**src/rtl/sprite_pkg.sv**
```systemverilog
package sprite_pkg;

  localparam int unsigned SPR_WORD_W  = 16;
  localparam int unsigned SPR_COORD_W = 9;

  // control word bit positions (decoded by the register block)
  localparam int unsigned CTL_ATTACH_BIT = 7;
  localparam int unsigned CTL_VS_HI_BIT  = 2;
  localparam int unsigned CTL_VE_HI_BIT  = 1;
  localparam int unsigned CTL_HS_LO_BIT  = 0;

  typedef enum logic [1:0] {
    SEL_PLACE = 2'd0,
    SEL_CTRL  = 2'd1,
    SEL_IMG_A = 2'd2,
    SEL_IMG_B = 2'd3
  } spr_sel_e;

  typedef struct packed {
    logic [SPR_COORD_W-1:0] h_start;
    logic [SPR_COORD_W-1:0] v_start;
    logic [SPR_COORD_W-1:0] v_end;
    logic                   attach;
  } spr_place_t;

endpackage

```
**src/rtl/sprite_regs.sv**
```systemverilog
module sprite_regs
  import sprite_pkg::*;
#(
  parameter int unsigned WORD_W = SPR_WORD_W
) (
  input  logic              clk,
  input  logic              rst_n,
  input  logic              wr_en,
  input  logic [1:0]        wr_sel,
  input  logic [WORD_W-1:0] wr_data,
  output spr_place_t        place,
  output logic [WORD_W-1:0] img_a,
  output logic [WORD_W-1:0] img_b,
  output logic              armed
);

  localparam int unsigned HALF_W = WORD_W / 2;

  spr_place_t        place_q, place_d;
  logic [WORD_W-1:0] img_a_q, img_a_d;
  logic [WORD_W-1:0] img_b_q, img_b_d;
  logic              armed_q, armed_d;
  spr_sel_e          sel;

  assign sel = spr_sel_e'(wr_sel);

  always_comb begin
    place_d = place_q;
    img_a_d = img_a_q;
    img_b_d = img_b_q;
    armed_d = armed_q;
    unique case (sel)
      SEL_PLACE: begin
        place_d.v_start[HALF_W-1:0]        = wr_data[WORD_W-1:HALF_W];
        place_d.h_start[SPR_COORD_W-1:1]   = wr_data[HALF_W-1:0];
      end
      SEL_CTRL: begin
        place_d.v_end[HALF_W-1:0]          = wr_data[WORD_W-1:HALF_W];
        place_d.attach                     = wr_data[CTL_ATTACH_BIT];
        place_d.v_start[SPR_COORD_W-1]     = wr_data[CTL_VS_HI_BIT];
        place_d.v_end[SPR_COORD_W-1]       = wr_data[CTL_VE_HI_BIT];
        place_d.h_start[0]                 = wr_data[CTL_HS_LO_BIT];
        armed_d                            = 1'b0;
      end
      SEL_IMG_A: begin
        img_a_d = wr_data;
        armed_d = 1'b1;
      end
      SEL_IMG_B: img_b_d = wr_data;
      default: ;
    endcase
  end

  always_ff @(posedge clk or negedge rst_n) begin
    if (!rst_n) begin
      place_q <= '0;
      img_a_q <= '0;
      img_b_q <= '0;
      armed_q <= 1'b0;
    end else if (wr_en) begin
      place_q <= place_d;
      img_a_q <= img_a_d;
      img_b_q <= img_b_d;
      armed_q <= armed_d;
    end
  end

  assign place = place_q;
  assign img_a = img_a_q;
  assign img_b = img_b_q;
  assign armed = armed_q;

  AST_CTRL_DISARMS: assert property (@(posedge clk) disable iff (!rst_n)
    (wr_en && wr_sel == SEL_CTRL) |=> !armed);
  AST_IMG_A_ARMS: assert property (@(posedge clk) disable iff (!rst_n)
    (wr_en && wr_sel == SEL_IMG_A) |=> armed);
  AST_ATTACH_TRACKS: assert property (@(posedge clk) disable iff (!rst_n)
    (wr_en && wr_sel == SEL_CTRL) |=> (place.attach == $past(wr_data[CTL_ATTACH_BIT])));

endmodule

```
**src/rtl/sprite_cmp.sv**
```systemverilog
module sprite_cmp
  import sprite_pkg::*;
#(
  parameter int unsigned IMG_W   = SPR_WORD_W,
  parameter int unsigned COORD_W = SPR_COORD_W
) (
  input  logic               clk,
  input  logic               rst_n,
  input  logic               armed,
  input  logic               pix_en,
  input  logic [COORD_W-1:0] beam_h,
  input  logic [COORD_W-1:0] beam_v,
  input  spr_place_t         place,
  output logic               load,
  output logic               shift,
  output logic               active
);

  localparam int unsigned CNT_W = $clog2(IMG_W + 1);
  localparam logic [CNT_W-1:0] RUN_LEN = CNT_W'(IMG_W);

  logic [CNT_W-1:0] cnt_q, cnt_d;
  logic             v_inside;
  logic             h_hit;
  logic             cnt_en;

  assign v_inside = (beam_v >= place.v_start) && (beam_v < place.v_end);
  assign h_hit    = (beam_h == place.h_start);
  assign load     = armed && pix_en && h_hit && v_inside;
  assign active   = (cnt_q != '0);
  assign shift    = pix_en && !load && active;
  assign cnt_en   = load || shift;

  always_comb begin
    cnt_d = cnt_q;
    if (load)       cnt_d = RUN_LEN;
    else if (shift) cnt_d = cnt_q - 1'b1;
  end

  always_ff @(posedge clk or negedge rst_n) begin
    if (!rst_n)      cnt_q <= '0;
    else if (cnt_en) cnt_q <= cnt_d;
  end

  AST_RUN_BOUND: assert property (@(posedge clk) disable iff (!rst_n)
    cnt_q <= RUN_LEN);
  AST_LOAD_FILLS: assert property (@(posedge clk) disable iff (!rst_n)
    load |=> (cnt_q == RUN_LEN));
  AST_DRAIN_STEP: assert property (@(posedge clk) disable iff (!rst_n)
    (pix_en && !load && cnt_q != '0) |=> (cnt_q == $past(cnt_q) - 1'b1));
  AST_DISARMED_NO_LOAD: assert property (@(posedge clk) disable iff (!rst_n)
    !armed |-> !load);

endmodule

```
**src/rtl/sprite_shreg.sv**
```systemverilog
module sprite_shreg #(
  parameter int unsigned W = 16
) (
  input  logic         clk,
  input  logic         rst_n,
  input  logic         load,
  input  logic         shift,
  input  logic [W-1:0] din,
  output logic         msb
);

  logic [W-1:0] sh_q, sh_d;
  logic         sh_en;

  assign sh_en = load || shift;

  always_comb begin
    sh_d = sh_q;
    if (load)       sh_d = din;
    else if (shift) sh_d = {sh_q[W-2:0], 1'b0};
  end

  always_ff @(posedge clk or negedge rst_n) begin
    if (!rst_n)     sh_q <= '0;
    else if (sh_en) sh_q <= sh_d;
  end

  assign msb = sh_q[W-1];

endmodule

```
**src/rtl/sprite_channel.sv**
```systemverilog
module sprite_channel
  import sprite_pkg::*;
#(
  parameter int unsigned IMG_W   = SPR_WORD_W,
  parameter int unsigned COORD_W = SPR_COORD_W
) (
  input  logic               clk,
  input  logic               rst_n,
  input  logic               wr_en,
  input  logic [1:0]         wr_sel,
  input  logic [IMG_W-1:0]   wr_data,
  input  logic               pix_en,
  input  logic [COORD_W-1:0] beam_h,
  input  logic [COORD_W-1:0] beam_v,
  output logic [1:0]         pix_out,
  output logic               attach_out
);

  localparam int unsigned PLANES = 2;

  logic             rst_meta_q, rst_sync_q;
  spr_place_t       place;
  logic [IMG_W-1:0] img_a, img_b;
  logic             armed, load, shift, active;
  logic [PLANES-1:0][IMG_W-1:0] plane_data;
  logic [PLANES-1:0]            plane_msb;

  // reset asserted at once, released after two clock edges
  always_ff @(posedge clk or negedge rst_n) begin
    if (!rst_n) begin
      rst_meta_q <= 1'b0;
      rst_sync_q <= 1'b0;
    end else begin
      rst_meta_q <= 1'b1;
      rst_sync_q <= rst_meta_q;
    end
  end

  sprite_regs #(.WORD_W(IMG_W)) i_regs (
    .clk     (clk),
    .rst_n   (rst_sync_q),
    .wr_en   (wr_en),
    .wr_sel  (wr_sel),
    .wr_data (wr_data),
    .place   (place),
    .img_a   (img_a),
    .img_b   (img_b),
    .armed   (armed)
  );

  sprite_cmp #(.IMG_W(IMG_W), .COORD_W(COORD_W)) i_cmp (
    .clk     (clk),
    .rst_n   (rst_sync_q),
    .armed   (armed),
    .pix_en  (pix_en),
    .beam_h  (beam_h),
    .beam_v  (beam_v),
    .place   (place),
    .load    (load),
    .shift   (shift),
    .active  (active)
  );

  assign plane_data[0] = img_a;
  assign plane_data[1] = img_b;

  for (genvar p = 0; p < PLANES; p++) begin : g_plane
    sprite_shreg #(.W(IMG_W)) i_shreg (
      .clk   (clk),
      .rst_n (rst_sync_q),
      .load  (load),
      .shift (shift),
      .din   (plane_data[p]),
      .msb   (plane_msb[p])
    );
  end

  assign pix_out    = active ? plane_msb : 2'b00;
  assign attach_out = place.attach;

  AST_MSB_FIRST: assert property (@(posedge clk) disable iff (!rst_sync_q)
    load |=> (pix_out == {$past(img_b[IMG_W-1]), $past(img_a[IMG_W-1])}));
  AST_HOLD_NO_PE: assert property (@(posedge clk) disable iff (!rst_sync_q)
    (!pix_en && !load) |=> $stable(pix_out));
  AST_NO_LOAD_BELOW: assert property (@(posedge clk) disable iff (!rst_sync_q)
    (beam_v < place.v_start) |-> !load);

endmodule

```
**config.mk**
```make
export PLATFORM = sky130hd
export DESIGN_NAME = sprite_channel
export DESIGN_NICKNAME = d
export VERILOG_FILES = /design/src/rtl/sprite_pkg.sv /design/src/rtl/sprite_regs.sv /design/src/rtl/sprite_cmp.sv /design/src/rtl/sprite_shreg.sv /design/src/rtl/sprite_channel.sv
export SDC_FILE = /design/constraint.sdc
export NUM_CORES = 1
export LEC_CHECK = 0
export BUFFER_PORTS_ARGS = -buffer_cell sky130_fd_sc_hd__buf_2
export CAP_MARGIN = 10
export CELL_PAD_IN_SITES_DETAIL_PLACEMENT = 1
export CELL_PAD_IN_SITES_GLOBAL_PLACEMENT = 1
export CORE_MARGIN = 2
export CORE_UTILIZATION = 48
export CTS_BUF_LIST = sky130_fd_sc_hd__clkbuf_4 sky130_fd_sc_hd__clkbuf_8 sky130_fd_sc_hd__clkbuf_16
export CTS_CLUSTER_DIAMETER = 80
export CTS_CLUSTER_SIZE = 24
export DETAILED_ROUTE_END_ITERATION = 12
export PLACE_DENSITY = 0.87
export REMOVE_ABC_BUFFERS = 1
export SYNTH_ARGS = -nofsm -noshare
export SYNTH_HDL_FRONTEND = slang
export SYNTH_SLANG_ARGS = --single-unit
export TNS_END_PERCENT = 10
```
**constraint.sdc**
```tcl
create_clock -name clk -period 3.8 [get_ports clk]
set_input_delay 0 -clock clk [delete_from_list [all_inputs] [get_ports clk]]
set_output_delay 0 -clock clk [all_outputs]
set_load 0.02 [all_outputs]
```
# == Yosys cells after proc, flatten, opt, wreduce, memory -nomap -nowiden ==
# Cells that the tools add are included.
# classes
addsub,1
order_cmp,2
eq_ne,4
mux,8
reduce_logical,18
# op_table
operator,n
$mux 16,4
$reduce_and 2->1,6
$mux 5,2
$eq 9x9->1,1
$ge 9x9->1,1
$lt 9x9->1,1
$logic_and 1x1->1,6
$reduce_bool 5->1,1
$sub 5x1->5 const B,1
$eq 2x2->1 const B,2
$reduce_bool 2->1,2
$eq 2x1->1 const B,1
$logic_not 2->1,1
$mux 2,1
$pmux 1 s2,1
$logic_not 1->1,1
$logic_or 1x1->1,1
# totals
register_bits,100
in_bits,40
out_inout_bits,3
elab_cells,47

# == Longest topological paths before layout ==
# Gate-level depths: netlist of the first run.
# logic_depth
word_depth,8
mapped_depth,9
mapped_depth_nobuf,8

# == Cells and area by module ==
# A second synthesis of the first run with hierarchy kept.
# hier_totals
hier_cells,377
hier_area_um2,4732.0
# by_module_without_submodules
mod,instances,cells_per_inst,area_per_inst_um2,seq_area_each_um2
sprite_regs,1,138,2374.8,1526.5
sprite_shreg,2,69,742.0,400.4
sprite_cmp,1,96,807.0,125.1
sprite_channel,1,5,66.3,50.0

# == Worst setup path before layout of the first run ==
# Ideal clock, no wire load.
# synth_timing
path_kind,register to register
startpoint,reg i_regs.place_q (netlist bit i_regs.place[7])
endpoint,reg g_plane[0].i_shreg.sh_q[10]
setup_ps,125
t_arrival_ps,1935
required_time_ps,3675
setup_slack_ps,1740
path_stages_with_launch,9
n_path_buf,1
path_cell_list,dfrtp_1 > inv_1 > ha_1 > a211oi_2 > nor2_1 > nor4_4 > nand3_4 > buf_6 > mux2_4
# synth_between
elab_chain_cells,8
elab_cells_between_ends,10
cone_classes,order compare: 1; mux: 1; reduce/logical: 8
# synth_rtl
element,line_no,source
start: declaration,sprite_regs.sv:19,"spr_place_t place_q, place_d;"
start signal: assignment,sprite_regs.sv:61,place_q <= place_d;
$lt 9x9->1 *,sprite_cmp.sv:27,assign v_inside = (beam_v >= place.v_start) && (beam_v < place.v_end);
$logic_and 1x1->1 *,sprite_cmp.sv:27,
$logic_and 1x1->1 *,sprite_cmp.sv:29,assign load = armed && pix_en && h_hit && v_inside;
$logic_not 1->1,sprite_cmp.sv:31,assign shift = pix_en && !load && active;
$logic_and 1x1->1 (2 in series),sprite_cmp.sv:31,
$reduce_bool 2->1 (no line) / $logic_or 1x1->1 (equally long branches),--,
$reduce_and 2->1 (no line),--,
end signal: assignment,sprite_shreg.sv:24,if (!rst_n) sh_q <= '0;
end signal: assignment,sprite_shreg.sv:25,else if (sh_en) sh_q <= sh_d;
end: declaration,sprite_shreg.sv:12,"logic [W-1:0] sh_q, sh_d;"
# Mark *: on every way between the ends. The rest lies on a longest branch, timed or not.
# A chain may end at the register's enable or synchronous reset.

# == Worst setup path after layout of the first run ==
# layout_timing
startpoint,reg i_cmp.cnt_q[1]
endpoint,reg i_cmp.cnt_q[3]
# layout_between
elab_chain_cells,4
elab_cells_between_ends,8
cone_classes,add/sub: 1; mux: 2; reduce/logical: 5
# layout_rtl
element,line_no,source
start: declaration,sprite_cmp.sv:22,"logic [CNT_W-1:0] cnt_q, cnt_d;"
start signal: assignment,sprite_cmp.sv:42,else if (cnt_en) cnt_q <= cnt_d;
branches (longest 4 deep; another with $sub 5x1->5),--,
# Several ways; the timed one is not identified. The select of a mux whose other input is x is not followed.

==> run metrics, run 1 <==
RSZ-0062 raised after global routing=no; GRT overflow=0; Clock Path Buffers=2; DIE AREA=11000 sq um; WHS Endpoint=i_regs.armed; # rows=36; hold depth=3; layout cells sized above 1=33.6%; CP peak stage delay=710 ps; clock power share=26.5%; CTS Buf Count=9; slowest cell on the critical path=nor4b_1; drt pass-1 iters=4; post-synthesis cell count=406; Synth Cell Area=4870 sq um; clk slew on worst S/H paths=100 ps; DRT met1 WL=4960 um; DR iter-0 viols=108; largest net degree at the start of global routing=78; met2 WL=5710 um; # fillers=1049; Top Metal Used=met4; Slew HR=33.6%; Clock Tree Root=clkbuf_8; synth warn=0; area delta synth->final=14.2%; commonest non-fill, non-tap cell in the layout=nand2_1; vias in the first global route=3711; worst-margin pin slew=997 ps; Layout Nets=528; Avg Cell Area, Syn=12.0 sq um; Worst Hold Class=in2reg; Worst Path Arrival=3180 ps; initial core utilization=49.6%; max_cap viols=0; Post-Route Setup TNS=0 ps; cell-internal power=1.74 mW; R2R Path End=i_cmp.cnt_q[3]; IO buf count=42; htree depth=3; Worst-Skew Late Latency=360 ps; worst-path cell chain=inv_1 -> ha_1 -> nor4b_1 -> nand2b_1 -> buf_4 -> nor4_1 -> xnor2_1 -> a31oi_1; Worst Path Max Fanout=17; Psw=0.733 mW; outcome=completed; nature of the critical path endpoint=register; DRC viols=0; Post-CTS Setup Inserts=0; ANT nets after route=0; TritonCTS clock tree=done; # setup viols final=0; Fin. Hold Viols=0; initial antenna violation count=0; Place WS=903 ps; shortest period the worst path allows=2890 ps; most frequent cells in the layout=nand2_1 (102), dfrtp_1 (99), mux2_2 (65), buf_2 (42), mux2_4 (26); clk sinks=100; top cells by area, synth=dfrtp_1 (51%), mux2_2 (15%), mux2_4 (8.0%), nand2_1 (7.9%), ha_1 (5.9%); R2R cell count=8; first-pass GRT wire length=18900 um; Detail Placement HPWL=7370 um; P_leak=2.83 nW; vias post-DR=3152; Final WS setup=908 ps; met3 WL=209 um; core area=9820 sq um; top cell type's share of synthesized area=51.4%; Horiz. Die Dim=105 um; Slew Limit Fails=0; synthesized flop and latch total=100; Achievable Freq=346 MHz; final wirelength=11100 um; cell taking the most area after synthesis=dfrtp_1; Worst Skew=12.7 ps; total track usage=22.0%; Worst R2R Setup Slack=910 ps; critical path class=reg2reg; CP startpoint kind=register; Via density=5.23; CP required=4090 ps; Boundary Pins=43; Seq pwr share=54.1%; Hold Startpoint=wr_sel[1]; Worst IR Drop VDD=0.000211 V; power density over cell area=444 nW/um^2; WL per Instance=18.4 um; DIE HEIGHT=105 um; sequential area share after synthesis=51.4%; R2R Path Start=i_cmp.cnt_q[1]; Logic pwr share=19.4%; Yosys cell types=33; Final period util=76.1%; gpl congestion=0.818; Sw Share=29.7%; antenna cell count=0
## synthesized netlist by cell type
| library cell | number |
|---|---|
| dfrtp_1 | 100 |
| nor4b_1 | 1 |
| nor4_1 | 1 |
| nand3_4 | 1 |
| a211o_1 | 1 |
| o211a_1 | 1 |
| ha_1 | 23 |
| clkbuf_1 | 5 |
| nor2b_1 | 4 |
| mux2i_1 | 2 |
| nand2_1 | 102 |
| buf_2 | 8 |
| nor2_1 | 2 |
| o21ai_2 | 1 |
| xnor2_1 | 12 |
| xor2_1 | 1 |
| a21o_1 | 2 |
| buf_6 | 3 |
| nand2b_1 | 2 |
| o2111ai_1 | 1 |
| a21oi_1 | 3 |
| o21ai_0 | 2 |
| a211oi_1 | 1 |
| a31oi_1 | 4 |
| inv_1 | 23 |
| nand4_1 | 4 |
| mux2_4 | 26 |
| nand4b_1 | 1 |
| nor4_4 | 1 |
| conb_1 | 1 |
| a211oi_2 | 1 |
| nor3_1 | 1 |
| mux2_2 | 65 |
## metal layers
layer | global-route usage [%] | vias to the layer above
met5 | 0 | -
met3 | 3.12 | 18
met4 | 7.24 | 0
met1 | 28.2 | 1619
met2 | 38.3 | 42
li1 | - | 1473
## per-stage QoR
stage                     instances  total power, mW  hold WS [ps]  util (%)  instance area (sq um)
final                           603             2.47          77.5      56.6                   5560
after global routing            603             2.60           104      56.6                   5560
after CTS                       603             2.49          75.2      56.6                   5560
after detailed placement        568             1.81          -214      52.8                   5180
after global placement          568             1.76          -215      52.8                   5180
after floorplan                 390             1.64          -296         -                   4780
## worst max path at each step
stage / to / start / cells past startpoint / slack [ps]
floorplan: g_plane[0].i_shreg.sh_q[0] / rst_sync_q / 0 / 810
global placement: i_cmp.cnt_q[3] / i_cmp.cnt_q[0] / 8 / 1120
detailed placement: i_cmp.cnt_q[3] / i_cmp.cnt_q[0] / 8 / 900
CTS: i_cmp.cnt_q[3] / i_cmp.cnt_q[1] / 8 / 890
global route: i_cmp.cnt_q[3] / i_cmp.cnt_q[0] / 8 / 580
finish: i_cmp.cnt_q[3] / i_cmp.cnt_q[1] / 8 / 910
## sequential cells by signal (all words and copies together) (netlist names)
name and count:
g_plane.i_shreg.sh_q 32, i_cmp.cnt_q 5, rst_sync_q 1, rst_meta_q 1, i_regs.armed 1, i_regs.place 28
i_regs.img_a 16, i_regs.img_b 16
## power by group through the flow
stage | combinational, mW | sequential [mW] | clock (mW)
2_1_floorplan | 0.316 | 1.32 | 0
3_3_place_gp | 0.423 | 1.34 | 0
3_5_place_dp | 0.453 | 1.35 | 0
4_1_cts | 0.483 | 1.34 | 0.670
5_1_grt | 0.536 | 1.36 | 0.710
6_report | 0.478 | 1.34 | 0.653
## repair_timing
item / 4_1_cts / 5_1_grt
endpoints found under the hold margin: 63 / 0
hold buffers: 19 / 0
gates resized for setup: 0 / 0
## critical path: cells and delay by family, from the launching register on
kind / cells / cell delay [ps]
fa+ha+maj: 1 / 150
flops: 1 / 430
simple gates: 3 / 1450
xor+xnor: 1 / 140
compound gates: 1 / 170
buf+inv: 2 / 460
## kinds of logic after synthesis
kind of cell / share of synthesized area (%)
other: 0.0770
multiplexers: 23.5
adder cells (fa/ha/maj): 5.91
AND/OR/NAND/NOR: 10.7
flip-flops: 51.4
AO/OA/AOI/OAI: 2.49
XOR/XNOR: 2.34
buffers and inverters: 3.67
## layout make-up
class	count	area (sq um)	area share, %
Tap cell	133	166	2.99
Inverter	23	86.3	1.55
Timing Repair Buffer	64	423	7.61
Sequential cell	100	2510	45.1
Multi-Input combinational cell	267	2190	39.4
Clock inverter	4	33.8	0.608
Clock buffer	12	153	2.75
(Power assumes the default switching activity.)
==> inputs of run 2 (changes only) <==
==> constraint.sdc (replaced) <==
create_clock -name clk -period 3.05 [get_ports clk]
set_input_delay 0 -clock clk [delete_from_list [all_inputs] [get_ports clk]]
set_output_delay 0 -clock clk [all_outputs]
set_load 0.02 [all_outputs]
==> run 2 against run 1 <==
Effect of this change:
- clock power grew 38%
- design area up 0.86%
- critical endpoint is now g_plane[0].i_shreg.sh_q[2]
- critical path depth is 1 higher
- highest routed layer unchanged
- worst setup slack lost 380 ps
- combinational power is 29% higher
==> run metrics, run 2 (synthesis results as in run 1) <==
DRC viols=0 (unchanged); Sw Share=29.0% (-0.67 points); R2R Path Start=i_regs.place[16]; clk sinks=100 (unchanged); Hold Slack=5.72 ps (-71.8 ps); DIE HEIGHT=105 um (unchanged); Worst Skew=21.5 ps (+8.87 ps); Slew HR=40.2% (+6.7 points); Post-Route Setup TNS=0 ps (unchanged); Seq pwr share=52.2% (-1.9 points); most frequent cells in the layout=nand2_1 (102), dfrtp_1 (99), mux2_2 (65), buf_2 (42), mux2_4 (26); Layout Nets=532 (+0.76%); Placed Cells=573 (+0.88%); # rows=36 (unchanged); P_leak=2.86 nW (+1.1%); area delta synth->final=15.1%; cell-internal power=2.25 mW (+30%); DIE AREA=11000 sq um (unchanged); Post-CTS Setup Inserts=0 (unchanged); hold depth=3 (unchanged); Final Util=57.1% (+0.48 points); Detail Placement HPWL=7860 um (+6.7%); worst-margin pin slew=894 ps (-102 ps); core area=9820 sq um (unchanged); DR iter-0 viols=91 (-16%); Largest Register=g_plane.i_shreg.sh_q; Final period util=82.8% (+6.7 points); Worst-Skew Late Latency=380 ps (+20 ps); first-pass GRT wire length=19600 um (+3.8%); RSZ-0062 raised after global routing=no; WL per Instance=19.8 um (+7.5%); Fin. Hold Viols=0 (unchanged); vias post-DR=3207 (+1.7%); total power=3.18 mW (+29%); Achievable Freq=396 MHz (+15%); Horiz. Die Dim=105 um (unchanged); drt pass-1 iters=4 (unchanged); Logic pwr share=19.4% (about the same); Via density=5.28 (+1.1%); Worst Hold Class=in2reg; total track usage=23.2% (+1.2 points); vias in the first global route=3681 (-0.81%); hold buffers post-CTS=18 (-1); antenna cell count=0 (unchanged); Worst Path Max Fanout=14 (-3); htree depth=3 (unchanged); max FFs per register=32 (unchanged); outcome=completed; CTS Buf Count=9 (unchanged); R2R Path End=g_plane[0].i_shreg.sh_q[2]; TritonCTS clock tree=done; CP startpoint kind=register; initial core utilization=49.6% (unchanged); Clock Path Buffers=2 (unchanged); power density over cell area=566 nW/um^2 (+28%); clk slew on worst S/H paths=110 ps (about the same); clock power share=28.4% (+1.9 points); Worst IR Drop VDD=0.000295 V (+40%); initial antenna violation count=0 (unchanged); post-CTS sizing=0 (unchanged); commonest non-fill, non-tap cell in the layout=nand2_1; CP required=3310 ps (-780 ps); IO buf count=42 (unchanged); Worst Path Arrival=2790 ps (-390 ps); shortest period the worst path allows=2530 ps (-366 ps); max_cap viols=0 (unchanged); nature of the critical path endpoint=register; final wirelength=12000 um (+8.2%); largest net degree at the start of global routing=43 (-45%); critical path class=reg2reg; ANT nets after route=0 (unchanged); Worst R2R Setup Slack=520 ps (-380 ps); Psw=0.922 mW (+26%); Hold Startpoint=wr_en; Slew Limit Fails=0 (unchanged); # setup viols final=0 (unchanged); Clock Tree Root=clkbuf_8; WHS Endpoint=i_regs.armed; gpl congestion=0.759 (-7.2%); layout cells sized above 1=34.4% (+0.77 points); R2R cell count=9 (+1); non-filler cells, final=607 (+0.66%); Boundary Pins=43 (unchanged); GRT overflow=0 (unchanged)
-- run 2: changes by cell type in the layout (fill, tap and decap cells not counted), sizes merged --
cell / previous run / this run
bufinv: 0 / 1
inv: 24 / 23
buf: 45 / 50
dlygate4sd3: 19 / 18
-- run 2: stage by stage --
stage	instance area, sq um	setup WS [ps]
after floorplan	4780	58.2
after global placement	5220	654
after detailed placement	5220	610
after CTS	5610	581
after global routing	5610	395
final	5610	524
-- run 2: worst max-delay path by stage --
stage,end,startpoint,cells past startpoint,slack [ps]
2_1_floorplan,g_plane[0].i_shreg.sh_q[0],rst_sync_q,0,60
3_3_place_gp,g_plane[0].i_shreg.sh_q[2],i_regs.place[16],9,650
3_5_place_dp,g_plane[0].i_shreg.sh_q[2],i_regs.place[16],9,610
4_1_cts,g_plane[0].i_shreg.sh_q[2],i_regs.place[16],9,580
5_1_grt,g_plane[1].i_shreg.sh_q[2],i_regs.place[7],8,390
6_report,g_plane[0].i_shreg.sh_q[2],i_regs.place[16],9,520
-- run 2: layout make-up --
class,count,area (sq um)
fill,1054,4210
sequential,100,2510
multi-input combinational,267,2190
timing repair buffer,68,450
tap,133,166
clock buffer,12,159
inverter,23,86.3
clock inverter,4,47.5
-- run 2: routing by layer --
layer	track usage [%]	wire length, um
met2	40.1	6220
met1	29.6	5240
met3	3.24	283
met5	0	0
met4	8.95	251
-- run 2: power groups by stage --
stage	logic, mW	registers, mW	clock network [mW]
after detailed placement	0.587	1.68	0
after CTS	0.613	1.65	0.897
after global placement	0.544	1.66	0
final	0.617	1.66	0.900
after floorplan	0.394	1.64	0
after global routing	0.684	1.68	0.947
-- run 2: critical path, stage by stage, from the launching register on --
cell and delay (ps):
dfrtp_1 350, inv_1 50, ha_1 290, a21oi_1 140, nor2_1 70, a211oi_1 380
o21ai_2 190, nand3_4 230, buf_4 320, mux2_2 400
==> inputs of run 3 (changes only) <==
==> constraint.sdc (replaced) <==
create_clock -name clk -period 2.6 [get_ports clk]
set_input_delay 0 -clock clk [delete_from_list [all_inputs] [get_ports clk]]
set_output_delay 0 -clock clk [all_outputs]
set_load 0.02 [all_outputs]
==> run 3 against run 2 <==
Effect of this change:
- via count is 0.50% lower
- largest cell class unchanged
- largest power group unchanged
- critical endpoint is now g_plane[0].i_shreg.sh_q[9]
- sequential power is 17% higher
- critical path depth is 1 lower
- highest routed layer unchanged
==> run metrics, run 3 (synthesis results as in run 1) <==
total track usage=22.6% (-0.63 points); # setup viols final=0 (unchanged); CP peak stage delay=410 ps (about the same); TritonCTS clock tree=done; Worst Path Arrival=2650 ps (-140 ps); gpl congestion=0.771 (+1.5%); Clock Tree Root=clkbuf_8; drt pass-1 iters=4 (unchanged); fin area=5700 sq um (+1.6%); initial core utilization=49.6% (unchanged); CP delay by family, top=simple AND/OR/NAND/NOR gates; DR iter-0 viols=132 (+45%); Via density=5.24 (-0.83%); Fin. Hold Viols=0 (unchanged); area delta synth->final=17.0%; Clock Path Buffers=2 (unchanged); clk slew on worst S/H paths=90 ps (-20 ps); Worst Skew=11.1 ps (-10.5 ps); Slew Limit Fails=0 (unchanged); initial antenna violation count=0 (unchanged); IO buf count=42 (unchanged); Boundary Pins=43 (unchanged); Worst-Skew Late Latency=380 ps (about the same); Final WS setup=214 ps (-310 ps); WL per Instance=18.9 um (-4.2%); Placed Cells=574 (+0.17%); core area=9820 sq um (unchanged); shortest period the worst path allows=2390 ps (-140 ps); vias in the first global route=3674 (-0.19%); Horiz. Die Dim=105 um (unchanged); ANT nets after route=0 (unchanged); Achievable Freq=419 MHz (+5.9%); commonest non-fill, non-tap cell in the layout=nand2_1; outcome=completed; GRT overflow=0 (unchanged); CP required=2860 ps (-450 ps); Final period util=91.8% (+9.0 points); CP bufs+invs=2 (unchanged); RSZ-0062 raised after global routing=no; DIE HEIGHT=105 um (unchanged); power density over cell area=691 nW/um^2 (+22%); worst-margin pin slew=922 ps (+28.2 ps); DIE AREA=11000 sq um (unchanged); Final Util=58.0% (+0.92 points); largest net degree at the start of global routing=64 (+49%); worst-path cell chain=inv_1 -> ha_1 -> a211oi_2 -> nor2_1 -> nor4_4 -> nand3_4 -> buf_4 -> mux2_4; P_leak=2.91 nW (+1.5%); Worst IR Drop VDD=0.000370 V (+26%); antenna cell count=0 (unchanged); critical path class=reg2reg; CP startpoint kind=register; first-pass GRT wire length=19300 um (-1.6%); Layout Nets=534 (+0.38%); Place WS=254 ps (-356 ps); max FFs per register=32 (unchanged); max_cap viols=0 (unchanged); most frequent cells in the layout=nand2_1 (102), dfrtp_1 (99), mux2_2 (65), buf_2 (42), mux2_4 (26); Detail Placement HPWL=7780 um (-1.0%); clk sinks=100 (unchanged); nature of the critical path endpoint=register; final wirelength=11500 um (-3.9%); Largest Register=g_plane.i_shreg.sh_q; # fillers=1042 (-1.1%); non-filler cells, final=609 (+0.33%); placed cell area=5250 sq um (+0.62%); vias post-DR=3191 (-0.50%); CTS Buf Count=9 (unchanged); total power=3.94 mW (+24%); Worst Path Max Fanout=10 (-4); slowest cell on the critical path=nor4_4; Slew HR=38.4% (-1.9 points); Worst Hold Class=in2reg; layout cells sized above 1=34.5% (+0.066 points); # rows=36 (unchanged); DRC viols=0 (unchanged); htree depth=3 (unchanged)
[run 3: cell count changes in the layout (fill, tap and decap cells not counted), sizes merged]
cell / change
clkinvlp: -1
bufinv: +2
dlygate4sd3: +1
buf: +1
clkinv: -1
[run 3: per-layer routing]
metal	GRT usage [%]	vias up	routed length [um]
met5	0	-	0
met4	8.38	0	209
met3	4.30	19	309
met2	38.5	56	5900
met1	28.7	1632	5110
li1	-	1484	-
[run 3: worst paths after layout]
| kind | slack [ps] | endpoint | depth (start not counted) | from |
|---|---|---|---|---|
| worst max register to register | 210 | g_plane[0].i_shreg.sh_q[9] | 8 | i_regs.place[7] |
| min in group asynchronous | 290 | i_regs.place[6] | 0 | rst_sync_q |
| worst max-delay path | 210 | g_plane[0].i_shreg.sh_q[9] | 8 | i_regs.place[7] |
| worst min-delay path | 70 | i_regs.armed | 3 | wr_sel[1] |
| max in group asynchronous | 1600 | g_plane[1].i_shreg.sh_q[3] | 1 | rst_sync_q |
| worst min register to register | 290 | i_regs.place[6] | 0 | rst_sync_q |
[run 3: layout make-up]
class                      count  area (sq um)  area share, %
sequential                   100          2510           44.0
clock buffer                  12           159           2.79
tap                          133           166           2.92
inverter                      23          86.3           1.52
timing repair buffer          70           493           8.65
clock inverter                 4          95.1           1.67
multi-input combinational    267          2190           38.5
[run 3: repair_timing]
item                      4_1_cts  5_1_grt
buffers inserted                0        0
hold endpoints to repair       63        0
hold buffers                   19        0
resized for setup               0        0
[run 3: where the power goes]
part	internal, mW	switching (mW)
clock	0.702	0.561
sequential	1.78	0.166
combinational	0.365	0.365
[run 3: metrics by stage]
stage	TNS (ps)	hold WS [ps]
global route	0	89.9
global placement	0	-215
finish	0	66.6
detailed placement	0	-215
floorplan	-38480	-296
CTS	0	62.4
[run 3: worst register-to-register path: stages (launching register included)]
cell	delay, ps
dfrtp_1	360
inv_1	50
ha_1	300
a211oi_2	240
nor2_1	100
nor4_4	410
nand3_4	250
buf_4	270
mux2_4	310
